`src/rtl/memcpy3_pkg.sv`:
```
package memcpy3_pkg;

    typedef enum logic [2:0] {
        ST_IDLE,
        ST_HEAD,
        ST_BODY,
        ST_TAIL,
        ST_DONE
    } eng_state_t;

    localparam logic [1:0] PH_HEAD = 2'd0;
    localparam logic [1:0] PH_BODY = 2'd1;
    localparam logic [1:0] PH_TAIL = 2'd2;

    function automatic eng_state_t phase_to_state(input logic [1:0] ph);
        unique case (ph)
            PH_HEAD: return ST_HEAD;
            PH_BODY: return ST_BODY;
            default: return ST_TAIL;
        endcase
    endfunction

endpackage

```
`src/rtl/memcpy3_merge.sv`:
```
module memcpy3_merge #(
    parameter int WB = 8
) (
    input  logic [8*WB-1:0]         lo_word,
    input  logic [8*WB-1:0]         hi_word,
    input  logic [$clog2(WB)-1:0]   shift,
    output logic [8*WB-1:0]         out_word
);
    localparam int LB = $clog2(WB);
    localparam int PW = LB + 4;

    logic [16*WB-1:0] pair;
    assign pair = {hi_word, lo_word};

    for (genvar i = 0; i < WB; i++) begin : g_byte
        logic [PW-1:0] pos;
        assign pos = PW'(i * 8) + PW'({shift, 3'b000});
        assign out_word[8*i +: 8] = pair[pos +: 8];
    end

endmodule

```
`src/rtl/memcpy3_bemask.sv`:
```
module memcpy3_bemask #(
    parameter int WB = 8
) (
    input  logic [$clog2(WB)-1:0] first,
    input  logic [$clog2(WB):0]   count,
    output logic [WB-1:0]         be
);
    localparam int LB = $clog2(WB);

    logic [LB:0] lim;
    assign lim = {1'b0, first} + count;

    for (genvar i = 0; i < WB; i++) begin : g_lane
        assign be[i] = ((LB+1)'(i) >= {1'b0, first}) && ((LB+1)'(i) < lim);
    end

endmodule

```
`src/rtl/memcpy3_engine.sv`:
```
module memcpy3_engine
    import memcpy3_pkg::*;
#(
    parameter int AW = 16,
    parameter int LW = 16,
    parameter int WB = 8,
    parameter int AB = 32
) (
    input  logic                        clk,
    input  logic                        rst_n,
    input  logic                        cmd_start,
    input  logic [AW-1:0]               cmd_src,
    input  logic [AW-1:0]               cmd_dst,
    input  logic [LW-1:0]               cmd_len,
    input  logic [1:0]                  cmd_phase,
    input  logic                        abort_i,
    input  logic                        stall_i,
    output logic                        mem_rd_en,
    output logic [AW-$clog2(WB)-1:0]    mem_rd_addr,
    input  logic [8*WB-1:0]             mem_rd_data,
    output logic                        mem_wr_en,
    output logic [AW-$clog2(WB)-1:0]    mem_wr_addr,
    output logic [8*WB-1:0]             mem_wr_data,
    output logic [WB-1:0]               mem_wr_be,
    output logic [AW-1:0]               prog_src,
    output logic [AW-1:0]               prog_dst,
    output logic [LW-1:0]               prog_len,
    output logic [1:0]                  prog_phase,
    output logic                        busy_o,
    output logic                        done_o
);
    localparam int LB  = $clog2(WB);
    localparam int AL  = $clog2(AB);
    localparam int DW  = 8 * WB;
    localparam int WAW = AW - LB;

    eng_state_t state_q, state_d;

    logic [AW-1:0]  src_q, dst_q;
    logic [LW-1:0]  len_q;
    logic [1:0]     phase_q;
    logic [DW-1:0]  carry_d_q;
    logic [WAW-1:0] carry_a_q;
    logic           carry_v_q;

    // ---------------- beat arithmetic ----------------
    logic [LB-1:0]  dst_off;
    logic [LB:0]    room, nbytes;
    logic [AW-1:0]  base;
    logic [LB-1:0]  shift;
    logic [WAW-1:0] lo_wa;
    logic           head_work, body_work, tail_work, work;
    logic           in_phase, go, beat, direct, carry_hit, issue_wr;
    logic [DW-1:0]  merged, merge_lo;
    logic [WB-1:0]  lane_be;

    assign dst_off   = dst_q[LB-1:0];
    assign room      = (LB+1)'(WB) - {1'b0, dst_off};
    assign nbytes    = (len_q < LW'(room)) ? len_q[LB:0] : room;
    assign base      = src_q - AW'(dst_off);
    assign shift     = base[LB-1:0];
    assign lo_wa     = base[AW-1:LB];

    assign head_work = (|dst_q[AL-1:0]) && (len_q != '0);
    assign body_work = len_q >= LW'(WB);
    assign tail_work = len_q != '0;

    assign in_phase  = (state_q == ST_HEAD) || (state_q == ST_BODY) || (state_q == ST_TAIL);
    assign go        = in_phase && !abort_i && !stall_i;

    always_comb begin
        unique case (state_q)
            ST_HEAD: work = head_work;
            ST_BODY: work = body_work;
            ST_TAIL: work = tail_work;
            default: work = 1'b0;
        endcase
    end

    assign beat      = go && work;
    assign direct    = (shift == '0);
    assign carry_hit = carry_v_q && (carry_a_q == lo_wa);
    assign issue_wr  = beat && (direct || carry_hit);
    assign merge_lo  = direct ? mem_rd_data : carry_d_q;

    memcpy3_merge #(.WB(WB)) u_merge (
        .lo_word  (merge_lo),
        .hi_word  (mem_rd_data),
        .shift    (shift),
        .out_word (merged)
    );

    memcpy3_bemask #(.WB(WB)) u_bemask (
        .first (dst_off),
        .count (nbytes),
        .be    (lane_be)
    );

    // ---------------- next state ----------------
    always_comb begin
        state_d = state_q;
        unique case (state_q)
            ST_IDLE: if (cmd_start)
                         state_d = (cmd_len == '0) ? ST_DONE : phase_to_state(cmd_phase);
            ST_HEAD: if (abort_i)                    state_d = ST_IDLE;
                     else if (!stall_i && !head_work) state_d = ST_BODY;
            ST_BODY: if (abort_i)                    state_d = ST_IDLE;
                     else if (!stall_i && !body_work) state_d = ST_TAIL;
            ST_TAIL: if (abort_i)                    state_d = ST_IDLE;
                     else if (!stall_i && !tail_work) state_d = ST_DONE;
            ST_DONE: state_d = ST_IDLE;
            default: state_d = ST_IDLE;
        endcase
    end

    // ---------------- state register ----------------
    always_ff @(posedge clk) begin
        if (!rst_n) state_q <= ST_IDLE;
        else        state_q <= state_d;
    end

    // ---------------- architected progress ----------------
    always_ff @(posedge clk) begin
        if (!rst_n) begin
            src_q <= '0;
            dst_q <= '0;
            len_q <= '0;
        end else if (state_q == ST_IDLE && cmd_start) begin
            src_q <= cmd_src;
            dst_q <= cmd_dst;
            len_q <= cmd_len;
        end else if (issue_wr) begin
            src_q <= src_q + AW'(nbytes);
            dst_q <= dst_q + AW'(nbytes);
            len_q <= len_q - LW'(nbytes);
        end
    end

    always_ff @(posedge clk) begin
        if (!rst_n)
            phase_q <= PH_HEAD;
        else if (state_q == ST_IDLE && cmd_start)
            phase_q <= cmd_phase;
        else if (state_q == ST_HEAD && state_d == ST_BODY)
            phase_q <= PH_BODY;
        else if (state_q == ST_BODY && state_d == ST_TAIL)
            phase_q <= PH_TAIL;
    end

    // ---------------- carry word (not architected) ----------------
    always_ff @(posedge clk) begin
        if (!rst_n) begin
            carry_v_q <= 1'b0;
            carry_a_q <= '0;
            carry_d_q <= '0;
        end else if (state_q == ST_IDLE || abort_i) begin
            carry_v_q <= 1'b0;
        end else if (beat && !direct) begin
            carry_v_q <= 1'b1;
            carry_a_q <= mem_rd_addr;
            carry_d_q <= mem_rd_data;
        end
    end

    // ---------------- outputs ----------------
    always_comb begin
        mem_rd_en   = beat;
        mem_rd_addr = (direct || !carry_hit) ? lo_wa : lo_wa + WAW'(1);
        mem_wr_en   = issue_wr;
        mem_wr_addr = dst_q[AW-1:LB];
        mem_wr_data = merged;
        mem_wr_be   = lane_be;
        prog_src    = src_q;
        prog_dst    = dst_q;
        prog_len    = len_q;
        prog_phase  = phase_q;
        busy_o      = (state_q != ST_IDLE);
        done_o      = (state_q == ST_DONE);
    end

    // ---------------- assertions ----------------

    zero_len_chk: assert property (@(posedge clk) disable iff (!rst_n)
        (state_q == ST_IDLE && cmd_start && cmd_len == '0) |=> (done_o && !mem_rd_en && !mem_wr_en));


    head_misaligned_chk: assert property (@(posedge clk) disable iff (!rst_n)
        (mem_wr_en && state_q == ST_HEAD) |-> (dst_q[AL-1:0] != '0));


    body_full_word_chk: assert property (@(posedge clk) disable iff (!rst_n)
        (mem_wr_en && state_q == ST_BODY) |-> ((&mem_wr_be) && dst_q[LB-1:0] == '0));


    tail_partial_chk: assert property (@(posedge clk) disable iff (!rst_n)
        (mem_wr_en && state_q == ST_TAIL) |-> (prog_len < LW'(WB) && mem_wr_be[0] && !mem_wr_be[WB-1]));


    tail_drains_chk: assert property (@(posedge clk) disable iff (!rst_n)
        (mem_wr_en && state_q == ST_TAIL) |=> (prog_len == '0));


    done_order_chk: assert property (@(posedge clk) disable iff (!rst_n)
        (state_q == ST_DONE) |-> ($past(state_q) == ST_TAIL || $past(state_q) == ST_IDLE));


    progress_step_chk: assert property (@(posedge clk) disable iff (!rst_n)
        mem_wr_en |=> ((prog_dst - $past(prog_dst)) == AW'($past(prog_len) - prog_len)
                       && (prog_src - $past(prog_src)) == (prog_dst - $past(prog_dst))));


    abort_idle_chk: assert property (@(posedge clk) disable iff (!rst_n)
        (abort_i && in_phase) |=> (!busy_o && prog_len == $past(prog_len) && prog_dst == $past(prog_dst)));


    stall_quiet_chk: assert property (@(posedge clk) disable iff (!rst_n)
        (stall_i && in_phase) |-> (!mem_rd_en && !mem_wr_en));


    stall_hold_chk: assert property (@(posedge clk) disable iff (!rst_n)
        (stall_i && in_phase) |=> $stable(prog_len));


    done_pulse_chk: assert property (@(posedge clk) disable iff (!rst_n)
        done_o |=> (!done_o && !busy_o));

endmodule

```
`config.mk`:
```
export PLATFORM = sky130hd
export DESIGN_NAME = memcpy3_engine
export DESIGN_NICKNAME = d
export VERILOG_FILES = /design/src/rtl/memcpy3_pkg.sv /design/src/rtl/memcpy3_merge.sv /design/src/rtl/memcpy3_bemask.sv /design/src/rtl/memcpy3_engine.sv
export SDC_FILE = /design/constraint.sdc
export NUM_CORES = 1
export LEC_CHECK = 0
export ABC_AREA = 1
export BUFFER_PORTS_ARGS = -buffer_cell sky130_fd_sc_hd__buf_2
export CORE_ASPECT_RATIO = 1.25
export CORE_MARGIN = 2
export CORE_UTILIZATION = 40
export CTS_BUF_LIST = sky130_fd_sc_hd__clkbuf_16
export CTS_CLUSTER_DIAMETER = 50
export CTS_CLUSTER_SIZE = 30
export DETAILED_ROUTE_END_ITERATION = 6
export SLEW_MARGIN = 5
export SYNTH_ARGS = -nofsm -noshare
export SYNTH_HDL_FRONTEND = slang
export SYNTH_SLANG_ARGS = --single-unit
```
`constraint.sdc`:
```
create_clock -name clk -period 5.9 [get_ports clk]
set_input_delay 1.18 -clock clk [delete_from_list [all_inputs] [get_ports clk]]
set_output_delay 1.18 -clock clk [all_outputs]
set_load 0.02 [all_outputs]
```
[After elaboration in Yosys (flattened, before gate mapping)]
Cells that the tools add are included.
Operators by class
  multiplexer cells: 23
  shift-type cells: 8
  multipliers: 0
  bitwise operators: 2
  div/mod/pow operators: 0
  order comparisons: 17
  reduce and logical (&&, ||, !) cells: 43
  add/subtract/negate cells: 14
  equality and inequality tests: 8
Operator list (number)
  indexed part select 128 x 8 -> 8 bit: 7
  indexed part select 128 x 7 -> 8 bit: 1
  2-to-1 mux 16 bit: 6
  2-to-1 mux 64 bit: 1
  adder 16 x 4 -> 16 bit: 2
  adder 6 x 6 -> 7 bit (first input constant): 4
  2-to-1 mux 3 bit: 8
  logical AND 1 bit: 20
  greater-or-equal comparator 16 x 4 -> 1 bit (second input constant): 1
  zero test 16 bit: 1
  less-than comparator 16 x 4 -> 1 bit: 1
  less-than comparator 3 x 4 -> 1 bit (first input constant): 4
  nonzero test 16 bit: 1
  subtractor 16 x 3 -> 16 bit: 1
  subtractor 16 x 4 -> 16 bit: 1
  adder 5 x 6 -> 7 bit (first input constant): 2
  adder 13 x 1 -> 13 bit (second input constant): 1
  equality test 13 bit: 1
  2-to-1 mux 13 bit: 1
  equality test 3 x 2 -> 1 bit (second input constant): 4
  one-hot mux 3 bit (4 select lines): 1
  greater-or-equal comparator 3 bit (first input constant): 3
  less-than comparator 1 x 4 -> 1 bit (first input constant): 2
  less-than comparator 2 x 4 -> 1 bit (first input constant): 2
  22 further kinds: 39
Word-level totals
  memories kept: 0
  memory bits (writable): 0
  input bits: 119
  latch bits: 0
  output and inout bits: 152
  register bits after elaboration: 131
  bits in read-only memories: 0

[Depth between registers and ports, before layout]
  depth in word-level cells: 12
  depth in mapped cells: 26
  gate-level depth less buffers: 26

[By module]
Synthesis repeated with hierarchy kept, for this count alone.
Second synthesis, totals
  cells, all modules: 2294
  area total of the unflattened synthesis: 12645.9 sq um
Modules (own cells, without submodules)
  memcpy3_engine: cells each 1492, area an instance 9053.7 sq um, instances 1
  memcpy3_merge: cells each 753, area an instance 3321.9 sq um, instances 1
  memcpy3_bemask: cells each 49, area an instance 270.3 sq um, instances 1

[Worst setup path after synthesis]
OpenSTA, ideal clock, no wires.
  path type: flip-flop to output port
  start point: reg dst_q[1] (netlist: prog_dst[1])
  end point: out mem_wr_be[1]
  cell stages (with the launch flop): 16
  data required time: 4.720 ns
  setup slack: 0.967 ns
  arrival time: 3.753 ns
  cells stage by stage: dfxtp_1 > inv_1 > ha_1 > ha_1 > inv_1 > ha_1 > nand3b_1 > nand4_1 > o21ai_0 > ha_1 > nand3_1 > nand2_1 > xor2_1 > nand2_1 > o211ai_1 > inv_1
On the way
  longest elaborated chain between the ends: 6
  elaborated cells between the ends (all ways): 7
  classes of those cells: add/sub (2); order compare (3); mux (1); reduce/logical (1)
Ends and longest elaborated chain
  from (decl): RTL line memcpy3_engine.sv:39  | logic [AW-1:0] src_q, dst_q;
  from (signal assigned): RTL line memcpy3_engine.sv:130  | dst_q <= cmd_dst;
  from (signal assigned): RTL line memcpy3_engine.sv:134  | dst_q <= dst_q + AW'(nbytes);
  subtractor 4 x 3 -> 4 bit: RTL line memcpy3_engine.sv:58  | assign room = (LB+1)'(WB) - {1'b0, dst_off};
  less-than comparator 16 x 4 -> 1 bit: RTL line memcpy3_engine.sv:59  | assign nbytes = (len_q < LW'(room)) ? len_q[LB:0] : room;
  2-to-1 mux 4 bit: RTL line memcpy3_engine.sv:59
  adder 3 x 4 -> 4 bit: RTL line memcpy3_bemask.sv:11  | assign lim = {1'b0, first} + count;
  less-than comparator 1 x 4 -> 1 bit: RTL line memcpy3_bemask.sv:14  | assign be[i] = ((LB+1)'(i) >= {1'b0, first}) && ((LB+1)'(i) < lim);
  logical AND 1 bit *: RTL line memcpy3_bemask.sv:14
  to (decl): RTL line memcpy3_engine.sv:24  | output logic [WB-1:0] mem_wr_be,
Mark *: on every way between the ends. The rest lies on a longest branch, timed or not.

[Final worst setup path]
Same ends and word-level chain as after synthesis.

==> flow_summary.toml <==
[outcome]
status = "finished, final reports clean"

[logic_synthesis]
synth_cells = 2018
synth_compound_area_share_pct = 25.18
ys_types = 47
synth_fp_nets = 2164
yosys.area_share.xor_xnor_pct = 1.852
muxShareOfSynthArea_pct = 3.641
ys_seq_area_share_pct = 22.18
ys_seq_elements = 131
synthArstFlopShare_pct = 0
syn_area_per_cell_um2 = 5.858
synth_enable_flop_cells = 0
synth_simple_gate_area_share_pct = 31.57
synth_top_family_by_area = "simple AND/OR/NAND/NOR gates"
synth_warnings = 0
synth_fa_ha_area_share_pct = 3.112
synth_area_mm2 = 0.01182
synthFlopType = "dfxtp_1"

[route]
top_layer = "met5"
met2_length_um = 21880
wl_per_cell_um = 16.83
routed-wl-met3_um = 2783
drt_wl_total_um = 43630
drt-initial-drc-count = 1089
postRouteAntennaNets = 0
vias = 13810
drc_errors = 0
wl_met1_um = 17460
first_pass_iters = 5
viasPerCell = 5.325

[min_path]
hp-class = "reg -> reg"

[place]
dp_hpwl_um = 32150
placed_area_mm2 = 0.01318
place.gp.congestion = 0.9108
io_buffers = 270
dp_cells = 2557

[job]
max-cap-violations = 0

[clocking]
cts-root-buf = "clkbuf_16"
htree_levels = 4
numCtsBuffers = 17
clk_pin_slew_worst_paths_ns = 0.07
insertion_delay_ns = 0.44
clockBufferDepth = 2
cts_tree = "done"
cts_setup_buffers = 0
cts_sinks = 131

[global_routing]
grt_pass1_wl_um = 67990
grt_max_degree = 85
track_usage_pct = 27.72
overflow = 0
antenna_found_initial = 7
grt_pass1_vias = 12690

[cells_and_area]
fin_nets = 2326
final_area_mm2 = 0.01376
drive_gt1_share_pct = 16.64
fin_cells = 2593
syn2layout_area_growth_pct = 16.39

[die]
die_area_mm2 = 0.03095
die_w_um = 157.8
rows = 70
core_area_mm2 = 0.02917
die-height_um = 196.2
start_util_pct = 40.53
num_io_pins = 271

[sta]
period_share_pct = 93.06
skew_ns = 0.01067
hold_viol = 0
setup_viol = 0
fin_setup_tns_ns = 0
max_slew_margin_pct = 27.92
fin_crit_ns = 5.491
holdWs_ns = 0.4517
rsz0062_at_grt = "false"
max_freq_mhz = 182.1
drv_slew = 0
worst_pin_slew_ns = 1.080

[worst_setup_path]
cp_max_fo = 8
cp_data_arrival_time_ns = 4.31
required_ns = 4.72
path_class = "reg -> out"
start_kind = "register"
crit_path_end_kind = "output pin"

[pwr]
powerDensity_mw_per_mm2 = 668.0
p_total_mw = 9.192
ir_drop_mv = 0.5307
leakagePower_nw = 6.452
-- area by class of cell --
cell class / instances / area, µm²
fill: 3242 / 15410
tap: 396 / 495.5
inverter: 212 / 795.8
clock inverter: 15 / 143.9
timing repair buffer: 287 / 1491
clock buffer: 17 / 425.4
antenna: 4 / 10.01
sequential: 131 / 2623
multi-input combinational: 1531 / 7775
-- state kept, by name (all words and copies together) (netlist names) --
register	flops
carry_a_q	13
prog_src	16
state_q	3
carry_d_q	64
prog_len	16
prog_dst	16
prog_phase	2
carry_v_q	1
-- placed cells by master (no fill, tap or decap), types with 3 or more instances in the layout --
cell and instances:
o22ai_1 8, fa_1 3, inv_1 204, or2_2 6, clkinv_1 5, a221o_1 3, a22oi_1 3, nand2_1 523
o21bai_1 3, nor2_2 6, a31oi_1 4, nor2_4 5, a21oi_1 174, nand2_2 15, xor2_1 20, inv_6 7
clkinv_4 3, nor2_1 107, nand4_1 27, o211ai_1 28, xnor2_1 5, inv_2 4, clkinvlp_4 3, o21ai_1 4
buf_2 270, nor3_1 18, clkbuf_16 17, mux2i_1 43, diode_2 4, nand3_1 154, ha_1 22, o21ai_0 319
buf_4 16, a211oi_1 4, dfxtp_1 131, nand3b_1 4
-- cell usage after synthesis (4+ instances only) --
cell type / n / area (µm²)
a211oi_1: 4 / 30.03
a21oi_1: 174 / 870.8
a31oi_1: 4 / 25.02
buf_1: 15 / 56.30
buf_2: 22 / 110.1
buf_4: 15 / 112.6
buf_6: 7 / 78.83
clkbuf_1: 85 / 319.1
clkinv_1: 5 / 18.77
dfxtp_1: 131 / 2623
fa_1: 4 / 80.08
ha_1: 23 / 287.8
inv_1: 204 / 765.7
mux2i_1: 43 / 430.4
nand2_1: 525 / 1971
nand2_2: 14 / 87.58
nand3_1: 155 / 775.7
nand3b_1: 4 / 30.03
nand4_1: 27 / 168.9
nor2_1: 107 / 401.6
nor2_2: 6 / 37.54
nor2_4: 5 / 56.30
nor3_1: 18 / 90.09
o211ai_1: 28 / 210.2
o21ai_0: 321 / 1607
o22ai_1: 8 / 50.05
or2_2: 6 / 37.54
xnor2_1: 5 / 43.79
xor2_1: 20 / 175.2
-- worst max-delay path, cell delays in order (launching register included) --
cell      delay (ns)
dfxtp_1         0.53
inv_1           0.21
ha_1            0.27
ha_1            0.30
inv_1           0.04
ha_1            0.27
nand3b_1        0.09
nand4_1         0.26
o21ai_2         0.32
ha_1            0.32
a21oi_1         0.14
nand2_1         0.10
xor2_1          0.38
nand2_1         0.20
o211ai_1        0.24
inv_1           0.06
buf_2           0.16
-- power breakdown --
group          leakage [nW]  switching [mW]  internal (mW)
sequential             1.06           0.144           1.01
combinational          5.12            4.84           2.13
clock                 0.270           0.480          0.589
total                  6.45            5.46           3.73
-- cells by family (layout without fill, tap and decap cells) --
family	Yosys count	count (layout)
AOI/OAI and AO/OA	561	561
xor gates and xnor gates	25	25
adders and majority gates	27	27
buffers and inverters	356	531
DFF	131	131
muxes	43	43
other	0	4
and+or+nand+nor	875	875
-- worst paths after layout --
path | endpoint | slack, ns | from | cells past startpoint
setup / recovery | mem_wr_be[1] | 0.41 | prog_dst[1] | 16
hold reg to reg | carry_d_q[39] | 0.45 | carry_d_q[39] | 2
hold / removal | carry_d_q[39] | 0.45 | carry_d_q[39] | 2
setup reg to reg | prog_src[13] | 1.26 | prog_dst[1] | 23
-- metal layers --
layer	GRT usage [%]	vias up
met4	10.67	6
li1	-	7034
met3	5.633	76
met1	32.07	6262
met5	0	-
met2	49.52	430
-- metrics by stage --
step | util, % | setup WS (ns)
2_1_floorplan | - | 0.9669
3_3_place_gp | 45.18 | 0.7095
3_5_place_dp | 45.18 | 0.5947
4_1_cts | 47.13 | 0.1158
5_1_grt | 47.17 | 0.02653
6_report | 47.18 | 0.4093
-- timing repair --
item	4_1_cts	5_1_grt
hold endpoints to repair	0	0
setup endpoints to repair	0	7
gates resized for setup	0	3
hold buffers	0	0
Note: power is estimated with default switching activity, not from simulation.
